File: src/rtl/pwdec_pkg.sv
package pwdec_pkg;
  typedef enum logic [1:0] {ST_IDLE, ST_MARK, ST_DATA} dec_st_e;

  localparam logic [3:0] MARK_LEN_SHORT = 4'd6;
  localparam logic [3:0] MARK_LEN_LONG  = 4'd7;
  localparam logic [7:0] MARK_VAL_SHORT = 8'h3A;
  localparam logic [7:0] MARK_VAL_LONG  = 8'h74;
endpackage

File: src/rtl/pwd_half_timer.sv
module pwd_half_timer #(
  parameter int unsigned T_MIN = 8,
  parameter int unsigned T_MAX = 200,
  parameter int unsigned CNT_W = 8
) (
  input  logic             clk_i,
  input  logic             rst_ni,
  input  logic             tape_i,
  input  logic             active_i,
  input  logic             restart_i,
  output logic             half_vld_o,
  output logic [CNT_W-1:0] half_len_o,
  output logic             fault_o
);
  logic             tape_q, armed_q, edge_w, timeout_w;
  logic [CNT_W-1:0] cnt_q;

  assign edge_w     = tape_i ^ tape_q;
  assign timeout_w  = active_i && (cnt_q == CNT_W'(T_MAX));
  assign half_len_o = cnt_q;
  assign half_vld_o = active_i && edge_w && armed_q && !timeout_w &&
                      (cnt_q >= CNT_W'(T_MIN));
  assign fault_o    = timeout_w ||
                      (active_i && edge_w && armed_q && (cnt_q < CNT_W'(T_MIN)));

  always_ff @(posedge clk_i or negedge rst_ni) begin
    if (!rst_ni) begin
      tape_q  <= 1'b0;
      armed_q <= 1'b0;
      cnt_q   <= '0;
    end else begin
      tape_q <= tape_i;
      if (restart_i) begin
        cnt_q   <= CNT_W'(1);
        armed_q <= 1'b0;
      end else if (active_i) begin
        if (edge_w) begin
          cnt_q   <= CNT_W'(1);
          armed_q <= 1'b1;
        end else if (cnt_q != CNT_W'(T_MAX)) begin
          cnt_q <= cnt_q + CNT_W'(1);
        end
      end
    end
  end

  p_cnt_bound_r10: assert property (@(posedge clk_i) disable iff (!rst_ni)
    active_i |-> (cnt_q <= CNT_W'(T_MAX)));
  p_arm_on_edge_r2: assert property (@(posedge clk_i) disable iff (!rst_ni)
    (active_i && !restart_i && edge_w) |=> armed_q);
endmodule

File: src/rtl/pwd_bit_pair.sv
module pwd_bit_pair #(
  parameter int unsigned CNT_W = 8,
  parameter int unsigned T_BIT = 60
) (
  input  logic             clk_i,
  input  logic             rst_ni,
  input  logic             active_i,
  input  logic             half_vld_i,
  input  logic [CNT_W-1:0] half_len_i,
  output logic             bit_vld_o,
  output logic             bit_o
);
  localparam int unsigned SUM_W = CNT_W + 1;

  logic             phase_q;
  logic [CNT_W-1:0] first_q;
  logic [SUM_W-1:0] sum_w;

  assign sum_w     = SUM_W'(first_q) + SUM_W'(half_len_i);
  assign bit_o     = (sum_w >= SUM_W'(T_BIT));
  assign bit_vld_o = half_vld_i && phase_q;

  always_ff @(posedge clk_i or negedge rst_ni) begin
    if (!rst_ni) begin
      phase_q <= 1'b0;
      first_q <= '0;
    end else if (!active_i) begin
      phase_q <= 1'b0;
    end else if (half_vld_i) begin
      phase_q <= !phase_q;
      if (!phase_q) first_q <= half_len_i;
    end
  end

  p_pair_open_r3: assert property (@(posedge clk_i) disable iff (!rst_ni)
    (active_i && half_vld_i && !phase_q) |=> phase_q);
  p_pair_close_r3: assert property (@(posedge clk_i) disable iff (!rst_ni)
    bit_vld_o |=> !phase_q);
endmodule

File: src/rtl/pw_byte_decoder.sv
module pw_byte_decoder
  import pwdec_pkg::*;
#(
  parameter int unsigned T_MIN = 8,
  parameter int unsigned T_MAX = 200,
  parameter int unsigned T_BIT = 60,
  parameter int unsigned LEN_W = 16
) (
  input  logic             clk_i,
  input  logic             rst_ni,
  input  logic             start_i,
  input  logic             mode_i,
  input  logic [LEN_W-1:0] len_i,
  input  logic             tape_i,
  output logic [7:0]       byte_o,
  output logic             byte_vld_o,
  output logic             chk_o,
  output logic             busy_o,
  output logic             done_ok_o,
  output logic             done_err_o
);
  localparam int unsigned CNT_W = $clog2(T_MAX + 1);

  dec_st_e          state_q;
  logic             mode_q, active_w, restart_w;
  logic [LEN_W-1:0] left_q;
  logic [3:0]       nbits_q, nbits_nx, mark_len;
  logic [7:0]       sr_q, sr_nx, acc_q, acc_nx, mark_val, byte_q;
  logic             vld_q, chk_q, ok_q, err_q;
  logic             half_vld, fault, bit_vld, bit_val;
  logic [CNT_W-1:0] half_len;

  assign active_w  = (state_q != ST_IDLE);
  assign restart_w = start_i && !active_w;

  pwd_half_timer #(.T_MIN(T_MIN), .T_MAX(T_MAX), .CNT_W(CNT_W)) u_timer (
    .clk_i, .rst_ni, .tape_i,
    .active_i   (active_w),
    .restart_i  (restart_w),
    .half_vld_o (half_vld),
    .half_len_o (half_len),
    .fault_o    (fault)
  );

  pwd_bit_pair #(.CNT_W(CNT_W), .T_BIT(T_BIT)) u_pair (
    .clk_i, .rst_ni,
    .active_i   (active_w),
    .half_vld_i (half_vld),
    .half_len_i (half_len),
    .bit_vld_o  (bit_vld),
    .bit_o      (bit_val)
  );

  assign sr_nx    = {sr_q[6:0], bit_val};
  assign nbits_nx = nbits_q + 4'd1;
  assign acc_nx   = acc_q ^ sr_nx;
  assign mark_len = mode_q ? MARK_LEN_LONG : MARK_LEN_SHORT;
  assign mark_val = mode_q ? MARK_VAL_LONG : MARK_VAL_SHORT;

  always_ff @(posedge clk_i or negedge rst_ni) begin
    if (!rst_ni) begin
      state_q <= ST_IDLE;
      mode_q  <= 1'b0;
      left_q  <= '0;
      nbits_q <= '0;
      sr_q    <= '0;
      acc_q   <= '0;
      byte_q  <= '0;
      vld_q   <= 1'b0;
      chk_q   <= 1'b0;
      ok_q    <= 1'b0;
      err_q   <= 1'b0;
    end else begin
      vld_q <= 1'b0;
      chk_q <= 1'b0;
      ok_q  <= 1'b0;
      err_q <= 1'b0;
      case (state_q)
        ST_IDLE: if (start_i) begin
          state_q <= ST_MARK;
          mode_q  <= mode_i;
          left_q  <= len_i;
          nbits_q <= '0;
          sr_q    <= '0;
          acc_q   <= '0;
        end
        ST_MARK: begin
          if (fault) begin
            err_q   <= 1'b1;
            state_q <= ST_IDLE;
          end else if (bit_vld) begin
            if (nbits_nx == mark_len) begin
              nbits_q <= '0;
              sr_q    <= '0;
              if (sr_nx == mark_val) state_q <= ST_DATA;
              else begin
                err_q   <= 1'b1;
                state_q <= ST_IDLE;
              end
            end else begin
              nbits_q <= nbits_nx;
              sr_q    <= sr_nx;
            end
          end
        end
        ST_DATA: begin
          if (fault) begin
            err_q   <= 1'b1;
            state_q <= ST_IDLE;
          end else if (bit_vld) begin
            if (nbits_nx == 4'd8) begin
              byte_q  <= sr_nx;
              vld_q   <= 1'b1;
              chk_q   <= (left_q == '0);
              acc_q   <= acc_nx;
              nbits_q <= '0;
              sr_q    <= '0;
              if (left_q == '0) begin
                state_q <= ST_IDLE;
                ok_q    <= (acc_nx == 8'h00);
                err_q   <= (acc_nx != 8'h00);
              end else begin
                left_q <= left_q - LEN_W'(1);
              end
            end else begin
              nbits_q <= nbits_nx;
              sr_q    <= sr_nx;
            end
          end
        end
        default: state_q <= ST_IDLE;
      endcase
    end
  end

  assign byte_o     = byte_q;
  assign byte_vld_o = vld_q;
  assign chk_o      = chk_q;
  assign busy_o     = active_w;
  assign done_ok_o  = ok_q;
  assign done_err_o = err_q;

  p_done_excl_r8: assert property (@(posedge clk_i) disable iff (!rst_ni)
    !(done_ok_o && done_err_o));
  p_chk_strobe_r7: assert property (@(posedge clk_i) disable iff (!rst_ni)
    chk_o |-> byte_vld_o);
  p_vld_spaced_r7: assert property (@(posedge clk_i) disable iff (!rst_ni)
    byte_vld_o |=> !byte_vld_o);
  p_done_idle_r13: assert property (@(posedge clk_i) disable iff (!rst_ni)
    (done_ok_o || done_err_o) |-> !busy_o);
  p_start_busy_r2: assert property (@(posedge clk_i) disable iff (!rst_ni)
    (start_i && !busy_o) |=> busy_o);
  p_mode_hold_r11: assert property (@(posedge clk_i) disable iff (!rst_ni)
    (busy_o && $past(busy_o)) |-> $stable(mode_q));
endmodule

File: config.mk
export PLATFORM = sky130hd
export DESIGN_NAME = pw_byte_decoder
export DESIGN_NICKNAME = d
export VERILOG_FILES = /design/src/rtl/pwdec_pkg.sv /design/src/rtl/pwd_half_timer.sv /design/src/rtl/pwd_bit_pair.sv /design/src/rtl/pw_byte_decoder.sv
export SDC_FILE = /design/constraint.sdc
export NUM_CORES = 1
export LEC_CHECK = 0
export BUFFER_PORTS_ARGS = -buffer_cell sky130_fd_sc_hd__buf_4
export CAP_MARGIN = 5
export CORE_MARGIN = 1.5
export CORE_UTILIZATION = 40
export DETAILED_ROUTE_END_ITERATION = 16
export GPL_ROUTABILITY_DRIVEN = 0
export SLEW_MARGIN = 20
export SYNTH_ARGS = -nofsm -noshare
export SYNTH_HDL_FRONTEND = slang
export SYNTH_SLANG_ARGS = --single-unit
File: constraint.sdc
create_clock -name clk_i -period 3.9 [get_ports clk_i]
set_input_delay 1.17 -clock clk_i [delete_from_list [all_inputs] [get_ports clk_i]]
set_output_delay 1.17 -clock clk_i [all_outputs]
set_load 0.01 [all_outputs]
==> flow_summary.yaml <==
timing:
  drv_slew: 0
  rsz0062_at_grt: "false"
  max_clock_freq_ghz: 0.326
  fin_skew_ps: 13.6
  setup_viol: 0
  fin_crit_ps: 3070
  tightest_slew_ps: 865
  period_share_pct: 78.7
  fin_setup_tns_ps: 0
  slew_headroom_pct: 42.3
  hold_viol: 0
  hold_slack_ps: 484
yosys:
  yosys-top-cells-area: "dfrtp_1, o21ai_0, ha_1"
  ys_ff_latch: 69
  netlist_area_um2: 4010
  synthDistinctLibCells: 68
  synth_top_cell_area_share_pct: 43.1
  synth_top_cell_by_area: "dfrtp_1"
  yosysSeqAreaShare_pct: 43.1
  syn_nets: 461
  synth_cells: 424
  synth_ff_type: "dfrtp_1"
  synth_common_cells: "dfrtp_1, nand2_1, o21ai_0, nor2_1"
  yosysMostFrequentCell: "dfrtp_1"
  synth_edf_count: 0
  synth_warnings: 0
  synth.avg_cell_area_um2: 9.45
  async_reset_ff_share_pct: 100
clock_network:
  cts_root_buf: "clkbuf_8"
  clkTransAtPathRegs_ps: 70
  clockBufferDepth: 2
  htreeDepth: 3
  holdBufCountCts: 0
  clock_sinks: 69
  clk_latency_ps: 350
  post_cts_resize_count: 0
  post_cts_buffers: 0
  cts_tree: "done"
  cts_made_buffers: 9
route:
  ant_nets: 0
  post_drt_wl_per_cell_um: 15.4
  drt-total-wl_um: 9140
  vias: 3288
  dr.pass1.iters: 4
  drt_iter0_drc: 119
  viasPerCell: 5.53
  drc: 0
floorplan:
  num_rows: 36
  initial_core_util_pct: 41.2
  die_area_um2: 10600
  core_area_um2: 9730
  die_x_um: 103
  dieHeight_um: 103
  ios: 34
critical_path:
  reg2regPathDepth: 8
  required_ps: 4110
  startpoint: "left_q[0]$_DFFE_PN0P_"
  timing.rr.end: "state_q[1]$_DFFE_PN0P_"
  crit_end: "state_q[1]$_DFFE_PN0P_"
  r2r_slack_ps: 830
  path_class: "reg -> reg"
  reg2reg_from: "left_q[0]$_DFFE_PN0P_"
  end_kind: "flop"
  arrival_ps: 3280
  critPathMaxFanout: 15
  setup.worst_path.start_class: "flop"
worst_hold_path:
  hold_path.class: "reg -> reg"
  whs_path_depth: 2
global_routing:
  grt_pass1_vias: 3131
  grt_overflow: 0
  grt_max_degree: 70
  grt_pass1_wl_um: 15000
  antenna_found_initial: 0
  grt_use_total_pct: 18.4
finish:
  nets: 494
  area_growth_pct: 14.5
  drive_gt1_share_pct: 16.2
  antenna_cells: 0
  final_area_um2: 4590
placement:
  dp_hpwl_um: 6390
  dpl_cell_area_um2: 4380
  port_buffers: 33
outcome:
  status: "finished, final reports clean"
pwr:
  p_leak_nw: 2.24
  vdd_ir_drop_max_uv: 226
  power-per-cell-area_nw_per_um2: 466
run:
  cap_violations: 0
placed cells by master (no fill, tap or decap), drive strengths merged, types with 11 or more instances in the layout:
cell type and n:
dfrtp 69, nand2 45, o21ai 40, buf 39, nor2 37, inv 16, a21oi 16, ha 15
xor2 12, nor3 12, nand3 12, clkbuf 11
cells by family (layout without fill, tap and decap cells):
family,Yosys count,count (layout),synth area share (%)
xor gates and xnor gates,14,14,3.06
AOI/OAI and AO/OA,122,122,21.0
DFF,69,69,43.1
muxes,14,14,3.81
and+or+nand+nor,155,155,20.1
adders and majority gates,16,16,5.18
buffers and inverters,34,72,3.75
worst min path at each step:
| stage | start | to | slack (ps) |
|---|---|---|---|
| 6_report | byte_o[3]$_DFFE_PN0P_ | byte_o[3]$_DFFE_PN0P_ | 480 |
| 5_1_grt | byte_o[0]$_DFFE_PN0P_ | byte_o[0]$_DFFE_PN0P_ | 520 |
| 4_1_cts | byte_o[0]$_DFFE_PN0P_ | byte_o[0]$_DFFE_PN0P_ | 490 |
| 3_5_place_dp | byte_o[5]$_DFFE_PN0P_ | byte_o[5]$_DFFE_PN0P_ | 480 |
| 3_3_place_gp | byte_o[5]$_DFFE_PN0P_ | byte_o[5]$_DFFE_PN0P_ | 470 |
| 2_1_floorplan | acc_q[7]$_DFFE_PN0P_ | acc_q[7]$_DFFE_PN0P_ | 470 |
cell type report:
| cell class | count | area, µm² |
|---|---|---|
| inverter | 17 | 63.8 |
| multi-input combinational | 321 | 2130 |
| clock buffer | 11 | 151 |
| clock inverter | 5 | 58.8 |
| timing repair buffer | 39 | 293 |
| fill | 958 | 5140 |
| sequential | 69 | 1730 |
| tap | 133 | 166 |
layer usage:
metal / track usage [%] / vias up / wire length, µm
met1: 24.9 / 1601 / 4400
li1: - / 1628 / -
met5: 0 / - / 0
met4: 7.17 / 0 / 106
met3: 4.14 / 8 / 266
met2: 28.6 / 51 / 4370
sequential cells by signal, indices dropped and copies added (netlist names), 2 cells and up:
signal,cells
nbits_q,4
acc_q,8
left_q,16
sr_q,7
state_q,2
u_pair.first_q,8
byte_o,8
u_timer.half_len_o,8
power by group:
part,switching [mW],internal (mW),leakage [nW]
sequential,0.148,0.835,0.911
combinational,0.314,0.231,1.23
clock,0.281,0.330,0.102
total,0.743,1.40,2.24
stage by stage:
stage | utilization [%] | setup WS, ps | total power [mW] | cells
5_1_grt | 47.2 | 549 | 2.29 | 595
6_report | 47.2 | 831 | 2.14 | 595
2_1_floorplan | - | 1120 | 1.35 | 424
3_3_place_gp | 45.0 | 792 | 1.52 | 579
4_1_cts | 47.2 | 890 | 2.16 | 595
3_5_place_dp | 45.0 | 735 | 1.54 | 579
worst max-delay path, stage by stage (launching register included):
cell and delay, ps:
dfrtp_1 380, inv_1 100, ha_1 230, or4b_2 630
nor4_2 410, nand2_1 470, o211a_1 390, o31ai_1 230
o41ai_1 110
Note: power is estimated with default switching activity, not from simulation.
